--- src/rtl/rtsw_pkg.sv ---
package rtsw_pkg;

  // Status word bit positions within the low 11-bit flag field
  localparam int BitMsgErr  = 10;
  localparam int BitInstr   = 9;
  localparam int BitSvcReq  = 8;
  localparam int BitBcast   = 4;
  localparam int BitBusy    = 3;
  localparam int BitSsFlag  = 2;
  localparam int BitDbcAcc  = 1;
  localparam int BitTermFlg = 0;
  localparam int FlagW      = 11;

  typedef struct packed {
    logic latchStatus;   // capture subsystem flag pins
    logic latchDecode;   // capture command decode indicators
  } ctrlStrobes_t;

  typedef struct packed {
    logic isBcast;
    logic isMode;
    logic isDbcReq;
  } cmdDecode_t;

  typedef struct packed {
    logic msgErrN;
    logic termFlagN;
    logic svcReqN;
    logic busyN;
    logic subsysFlagN;
    logic dynBusAcceptN;
  } flagPins_t;

endpackage

--- src/rtl/rtsw_ctrl.sv ---
module rtsw_ctrl
  import rtsw_pkg::*;
#(
  parameter int ADDR_W  = 5,
  parameter int SUBA_W  = 5,
  parameter int COUNT_W = 5,
  localparam int CMD_W  = ADDR_W + 1 + SUBA_W + COUNT_W
) (
  input  logic [CMD_W-1:0] cmdWord,
  input  logic             cmdValid,
  output ctrlStrobes_t     strb,
  output cmdDecode_t       dec
);

  localparam int TrPos = SUBA_W + COUNT_W;

  logic [ADDR_W-1:0]  addrField;
  logic [SUBA_W-1:0]  subaField;
  logic [COUNT_W-1:0] codeField;
  logic               trBit;

  assign addrField = cmdWord[CMD_W-1 -: ADDR_W];
  assign trBit     = cmdWord[TrPos];
  assign subaField = cmdWord[COUNT_W +: SUBA_W];
  assign codeField = cmdWord[COUNT_W-1:0];

  always_comb begin
    dec.isBcast  = &addrField;
    dec.isMode   = (subaField == '0) || (&subaField);
    dec.isDbcReq = dec.isMode && (codeField == '0) && trBit;
  end

  always_comb begin
    strb.latchStatus = cmdValid;
    strb.latchDecode = cmdValid;
  end

endmodule

--- src/rtl/rtsw_datapath.sv ---
module rtsw_datapath
  import rtsw_pkg::*;
#(
  parameter int ADDR_W = 5,
  localparam int WORD_W = ADDR_W + FlagW
) (
  input  logic              clk,
  input  logic              rstN,
  input  ctrlStrobes_t      strb,
  input  cmdDecode_t        dec,
  input  flagPins_t         pins,
  input  logic [ADDR_W-1:0] termAddr,
  output logic [WORD_W-1:0] statusWord,
  output logic              suppressData,
  output logic              broadcastOut,
  output logic              modeCmdOut,
  output logic              dynBusCtrlN
);

  logic msgErrQ, termFlagQ, svcReqQ, busyQ, ssFlagQ, dbcAccQ;
  logic bcastQ, modeQ, dbcReqQ;

  // Subsystem flags: captured only while the strobe is high
  always_ff @(posedge clk or negedge rstN) begin
    if (!rstN) begin
      msgErrQ   <= 1'b0;
      termFlagQ <= 1'b0;
      svcReqQ   <= 1'b0;
      busyQ     <= 1'b0;
      ssFlagQ   <= 1'b0;
      dbcAccQ   <= 1'b0;
    end else if (strb.latchStatus) begin
      msgErrQ   <= !pins.msgErrN;
      termFlagQ <= !pins.termFlagN;
      svcReqQ   <= !pins.svcReqN;
      busyQ     <= !pins.busyN;
      ssFlagQ   <= !pins.subsysFlagN;
      dbcAccQ   <= !pins.dynBusAcceptN && dec.isDbcReq;
    end
  end

  // Command indicators: held until the next command
  always_ff @(posedge clk or negedge rstN) begin
    if (!rstN) begin
      bcastQ  <= 1'b0;
      modeQ   <= 1'b0;
      dbcReqQ <= 1'b0;
    end else if (strb.latchDecode) begin
      bcastQ  <= dec.isBcast;
      modeQ   <= dec.isMode;
      dbcReqQ <= dec.isDbcReq;
    end
  end

  always_comb begin
    statusWord                 = '0;
    statusWord[WORD_W-1 -: ADDR_W] = termAddr;
    statusWord[BitMsgErr]      = msgErrQ;
    statusWord[BitInstr]       = 1'b0;
    statusWord[BitSvcReq]      = svcReqQ;
    statusWord[BitBcast]       = bcastQ;
    statusWord[BitBusy]        = busyQ;
    statusWord[BitSsFlag]      = ssFlagQ;
    statusWord[BitDbcAcc]      = dbcAccQ;
    statusWord[BitTermFlg]     = termFlagQ;
  end

  assign suppressData = msgErrQ;
  assign broadcastOut = bcastQ;
  assign modeCmdOut   = modeQ;
  assign dynBusCtrlN  = !dbcReqQ;

  // no strobe, no movement of the latched flag field
  a_r3_hold_between_strobes: assert property (@(posedge clk) disable iff (!rstN)
    !strb.latchStatus |=> $stable(statusWord[FlagW-1:0]) && $stable(suppressData));

  // message error sets both the word bit and the suppress output
  a_r4_suppress_on_error: assert property (@(posedge clk) disable iff (!rstN)
    strb.latchStatus && !pins.msgErrN |=> suppressData && statusWord[BitMsgErr]);

  // accept bit only alongside a dynamic bus control request
  a_r5_accept_needs_request: assert property (@(posedge clk) disable iff (!rstN)
    statusWord[BitDbcAcc] |-> !dynBusCtrlN);

  // broadcast indicator follows the decoded address of the strobed command
  a_r6_bcast_follows_cmd: assert property (@(posedge clk) disable iff (!rstN)
    strb.latchDecode |=> broadcastOut == $past(dec.isBcast));

  // a dynamic bus control request is always a mode command
  a_r8_dbc_is_mode: assert property (@(posedge clk) disable iff (!rstN)
    !dynBusCtrlN |-> modeCmdOut);

endmodule

--- src/rtl/rt_status_builder.sv ---
module rt_status_builder
  import rtsw_pkg::*;
#(
  parameter int ADDR_W  = 5,
  parameter int SUBA_W  = 5,
  parameter int COUNT_W = 5,
  localparam int CMD_W  = ADDR_W + 1 + SUBA_W + COUNT_W,
  localparam int WORD_W = ADDR_W + FlagW
) (
  input  logic              clk,
  input  logic              rstN,
  input  logic [ADDR_W-1:0] termAddr,
  input  logic [CMD_W-1:0]  cmdWord,
  input  logic              cmdValid,
  input  logic              msgErrN,
  input  logic              termFlagN,
  input  logic              svcReqN,
  input  logic              busyN,
  input  logic              subsysFlagN,
  input  logic              dynBusAcceptN,
  output logic [WORD_W-1:0] statusWord,
  output logic              suppressData,
  output logic              broadcastOut,
  output logic              modeCmdOut,
  output logic              dynBusCtrlN
);

  ctrlStrobes_t strb;
  cmdDecode_t   dec;
  flagPins_t    pins;

  always_comb begin
    pins.msgErrN       = msgErrN;
    pins.termFlagN     = termFlagN;
    pins.svcReqN       = svcReqN;
    pins.busyN         = busyN;
    pins.subsysFlagN   = subsysFlagN;
    pins.dynBusAcceptN = dynBusAcceptN;
  end

  rtsw_ctrl #(.ADDR_W(ADDR_W), .SUBA_W(SUBA_W), .COUNT_W(COUNT_W)) u_ctrl (
    .cmdWord (cmdWord),
    .cmdValid(cmdValid),
    .strb    (strb),
    .dec     (dec)
  );

  rtsw_datapath #(.ADDR_W(ADDR_W)) u_dp (
    .clk         (clk),
    .rstN        (rstN),
    .strb        (strb),
    .dec         (dec),
    .pins        (pins),
    .termAddr    (termAddr),
    .statusWord  (statusWord),
    .suppressData(suppressData),
    .broadcastOut(broadcastOut),
    .modeCmdOut  (modeCmdOut),
    .dynBusCtrlN (dynBusCtrlN)
  );

endmodule

--- config.mk ---
export PLATFORM = sky130hd
export DESIGN_NAME = rt_status_builder
export DESIGN_NICKNAME = d
export VERILOG_FILES = /design/src/rtl/rtsw_pkg.sv /design/src/rtl/rtsw_ctrl.sv /design/src/rtl/rtsw_datapath.sv /design/src/rtl/rt_status_builder.sv
export SDC_FILE = /design/constraint.sdc
export NUM_CORES = 1
export LEC_CHECK = 0
export BUFFER_PORTS_ARGS = -buffer_cell sky130_fd_sc_hd__buf_4
export CAP_MARGIN = 20
export CELL_PAD_IN_SITES_DETAIL_PLACEMENT = 1
export CELL_PAD_IN_SITES_GLOBAL_PLACEMENT = 1
export CORE_MARGIN = 1.5
export CORE_UTILIZATION = 26
export DETAILED_ROUTE_END_ITERATION = 8
export GPL_TIMING_DRIVEN = 0
export PLACE_DENSITY_LB_ADDON = 0.1
export SETUP_SLACK_MARGIN = 0.1
export SLEW_MARGIN = 10
export SYNTH_ARGS = -nofsm -noshare
export SYNTH_HDL_FRONTEND = slang
export SYNTH_HIERARCHICAL = 1
export SYNTH_SLANG_ARGS = --single-unit
--- constraint.sdc ---
create_clock -name clk -period 1.65 [get_ports clk]
set_input_delay 0.0825 -clock clk [delete_from_list [all_inputs] [get_ports clk]]
set_output_delay 0.0825 -clock clk [all_outputs]
set_load 0.1 [all_outputs]
Word-level counts from Yosys, hierarchy flattened --
Index checks and enable logic that the tools add are counted.
Operators by class: add/sub/neg operators 0, equality and inequality tests 0, bitwise gates (word level) 0, multiply operators 0, multiplexer cells 0, divide/modulo/power cells 0, $lt $le $gt $ge 0, shifts and indexed selects 0, reductions and logical operators 15
Operators by type and width (count):
- $logic_not A5 Y1 | 2
- $reduce_and A5 Y1 | 2
- $logic_not A1 Y1 | 7
- $logic_and A1 B1 Y1 | 3
- $logic_or A1 B1 Y1 | 1
Word-level totals: ROM bits 0, bits of input ports 30, word-level logic and storage cells 24, memory bits (writable) 0, memories 0, bits in registers 9, latch bits 0

Depth between registers and ports, before layout --
depth in word-level cells 5, gate-level depth with buffers 5

Cells and area by module --
Netlist, hierarchy kept.
By module, submodules not included:
- rtsw_datapath | seq. area each 225.2 sq um, cells each 45, area an instance 483.0 sq um, times used 1
- rtsw_ctrl | seq. area each 0.0 sq um, cells each 10, area an instance 67.6 sq um, times used 1

Worst setup path before layout --
OpenSTA, ideal clock, no wires.
kind reg-to-output, start register u_dp.msgErrQ (netlist: u_dp/suppressData), end output port statusWord[10], arrival 1340 ps, required time 1567 ps, cell stages (with the launch flop) 2, slack 227 ps, buffers on the path 1, cell sequence dfrtp_1 buf_4
RTL lines:
- from (decl) | RTL line rtsw_datapath.sv:20 | logic msgErrQ, termFlagQ, svcReqQ, busyQ, ssFlagQ, dbcAccQ;
- from (signal assigned) | RTL line rtsw_datapath.sv:33 | msgErrQ <= !pins.msgErrN;
- to (decl) | RTL line rt_status_builder.sv:21 | output logic [WORD_W-1:0] statusWord,
No word-level cell between the ends.

Worst setup path after layout --
start register u_dp.bcastQ (netlist: u_dp/broadcastOut), end output port statusWord[4]
RTL lines:
- from (decl) | RTL line rtsw_datapath.sv:21 | logic bcastQ, modeQ, dbcReqQ;
- from (signal assigned) | RTL line rtsw_datapath.sv:49 | bcastQ <= dec.isBcast;
No word-level cell between the ends.

==> flow_metrics.env <==
export IMPL_die_area_um2=2400
export IMPL_die_y_um=49.0
export IMPL_grtUsageMet2_pct=20.3
export IMPL_syn_cell_area_um2=551
export IMPL_clk_latency_ps=250
export IMPL_netlist_area_leader_share_pct=40.9
export IMPL_pwr_share_seq_pct=31.1
export IMPL_timing_hold_ws_ps=8.75
export IMPL_max_clock_path_buffers=2
export IMPL_clockPowerShare_pct=21.4
export IMPL_htreeDepth=1
export IMPL_synth_cell_type_count=18
export IMPL_critical_path_top_delay_family="flip-flops"
export IMPL_critPathRequiredTime_ps=1570
export IMPL_grt_pass1_vias=541
export IMPL_arrival_ps=1030
export IMPL_ant_nets=0
export IMPL_port_buffers=39
export IMPL_initial_core_util_pct=27.8
export IMPL_muxShareOfSynthArea_pct=14.5
export IMPL_synth_seq_cells=9
export IMPL_vias_per_cell=3.86
export IMPL_area_growth_pct=75.5
export IMPL_cts_tree="built"
export IMPL_status="finished, final reports clean"
export IMPL_yosys_area_top_type="dfrtp_1"
export IMPL_crit_type="reg2out"
export IMPL_yosys_warnings=6
export IMPL_first_pass_iters=2
export IMPL_power_internal_mw=0.441
export IMPL_hpwlAfterDp_um=1060
export IMPL_diodes=0
export IMPL_cp_slowest_cell="dfrtp_1"
export IMPL_swShare_pct=43.3
export IMPL_fin_ws_ps=535
export IMPL_max_stage_delay_ps=390
export IMPL_synth_top_family_by_area="buffers and inverters"
export IMPL_crit_path_cell_trace="buf_4, buf_4"
export IMPL_synth_adder_area_share_pct=0
export IMPL_drive_gt1_share_pct=60.4
export IMPL_clk_pin_slew_ps=70
export IMPL_synth_compound_area_share_pct=2.73
export IMPL_numCtsBuffers=3
export IMPL_dieWidth_um=49.0
export IMPL_avgSynthCellArea_um2=10.0
export IMPL_maxCapViolCount=0
export IMPL_core_um2=1980
export IMPL_placedCellCount=124
export IMPL_clock_sinks=9
export IMPL_syn_inst=55
export IMPL_globalplace_congestion=0.556
export IMPL_io_pins=50
export IMPL_fin_cells=133
export IMPL_ir_drop_uv=321
export IMPL_grt_start_max_net_pins=10
export IMPL_power_leakage_nw=0.538
export IMPL_nets=137
export IMPL_pre_cts_ws_ps=265
export IMPL_grt_overflow_total=0
export IMPL_critPathBufInv=2
export IMPL_synthSimpleGateAreaFrac_pct=10.5
export IMPL_busiest_layer="met2"
export IMPL_setup_viol=0
export IMPL_power_frac_comb_pct=47.5
export IMPL_min_from="subsysFlagN"
export IMPL_grt_setup_unrepaired="no"
export IMPL_cts_resized_gates=0
export IMPL_finalPower_mw=0.778
export IMPL_synth_xor_xnor_area_share_pct=0
export IMPL_clock_skew_ps=0
export IMPL_synth_seq_area_share_pct=40.9
export IMPL_period_share_pct=67.6
export IMPL_post_route_min_period_ps=1110
export IMPL_grt_use_total_pct=11.9
export IMPL_startpoint="u_dp/broadcastOut"
export IMPL_hold_class="in2reg"
export IMPL_critPathLaunchType="register"
export IMPL_slew_viol_final=0
export IMPL_cts_setup_buffers=0
export IMPL_antenna_found_initial=0
export IMPL_wl_um=1250
export IMPL_endpoint_kind="output pin"
export IMPL_fp_row_count=16
export IMPL_cp_max_fo=3
export IMPL_drtIter0Drc=1
export IMPL_fin_setup_tns_ps=0
export IMPL_hold_buffers=4
export IMPL_cpMostUsedCell="buf_4"
export IMPL_gr_usage_met3_pct=3.99
export IMPL_wl_per_cell_um=9.37
export IMPL_synthTopCellsByArea="dfrtp_1, buf_4, mux2i_1, mux2_4, inv_1"
export IMPL_p_per_area_nw_per_um2=805
export IMPL_timing_fmax_mhz=897
export IMPL_switchingPower_mw=0.337
export IMPL_drcViolationCount=0
export IMPL_grt_pass1_wl_um=2180
export IMPL_vias=514
export IMPL_hold_violations=0
export IMPL_r2r_start="u_dp/broadcastOut"
export IMPL_grt_util_met1_pct=13.2
export IMPL_root_buffer="clkbuf_4"
==> layer usage <==
| metal | up-vias | wire (um) |
|---|---|---|
| li1 | 259 | - |
| met2 | 31 | 619 |
| met4 | 0 | 17 |
| met3 | 2 | 157 |
| met5 | - | 0 |
| met1 | 222 | 452 |
==> sequential cells by signal, indices dropped and copies added (netlist names) <==
register           flops
u_dp/broadcastOut      1
u_dp/busyQ             1
u_dp/dbcAccQ           1
u_dp/dbcReqQ           1
u_dp/modeCmdOut        1
u_dp/ssFlagQ           1
u_dp/suppressData      1
u_dp/svcReqQ           1
u_dp/termFlagQ         1
==> power by group through the flow <==
stage,Combinational (mW),Sequential (mW),Clock [mW]
floorplan,0.248,0.273,0
global placement,0.359,0.246,0
detailed placement,0.362,0.246,0
CTS,0.370,0.242,0.171
global route,0.386,0.243,0.187
finish,0.370,0.242,0.166
==> worst paths after layout <==
| path | to | slack (ps) | cells after the start |
|---|---|---|---|
| setup reg to reg | u_dp/broadcastOut | 860 | 1 |
| hold / removal | u_dp/ssFlagQ | 9 | 2 |
| hold reg to reg | u_dp/termFlagQ | 520 | 2 |
| min in group asynchronous | u_dp/dbcAccQ | 190 | 2 |
| setup / recovery | statusWord[4] | 540 | 2 |
| max in group asynchronous | u_dp/ssFlagQ | 1330 | 2 |
==> cells in the mapped netlist <==
cell type / count
nand2_1: 2
conb_1: 1
buf_4: 18
nand4_1: 1
and4b_1: 1
or4_1: 1
nor4_1: 1
inv_1: 6
nor2_1: 2
mux2i_1: 5
o21ai_0: 1
a21oi_1: 1
mux2_4: 2
dfrtp_1: 9
o21ai_1: 1
nand3_1: 1
nand3b_1: 1
buf_6: 1
==> final cells by class <==
cell class,instances,area [um2]
Timing Repair Buffer,44,343
Buffer,19,146
Inverter,6,22.5
Multi-Input combinational cell,24,168
Tap cell,27,33.8
Fill cell,234,1020
Sequential cell,9,225
Clock buffer,3,22.5
Clock inverter,1,5.00
==> cell families after synthesis <==
family	count (synthesis)
buf+inv	25
other cells	1
compound gates	3
mux	7
flops	9
simple gates	10
==> cells in the final DEF (no fill, tap or decap), types with 2 or more instances in the layout <==
| master | count |
|---|---|
| nand2_1 | 2 |
| mux2i_1 | 5 |
| nor2_1 | 2 |
| mux2_4 | 2 |
| clkbuf_4 | 3 |
| dfrtp_1 | 9 |
| buf_4 | 57 |
| inv_1 | 6 |
| conb_1 | 4 |
| dlygate4sd3_1 | 5 |
==> metrics by stage <==
step | cell area, um2 | util, %
6_report | 966 | 48.7
5_1_grt | 966 | 48.7
4_1_cts | 956 | 48.2
3_5_place_dp | 888 | 44.8
3_3_place_gp | 888 | 44.8
2_1_floorplan | 562 | -
Power figures use the tool's default switching activity.
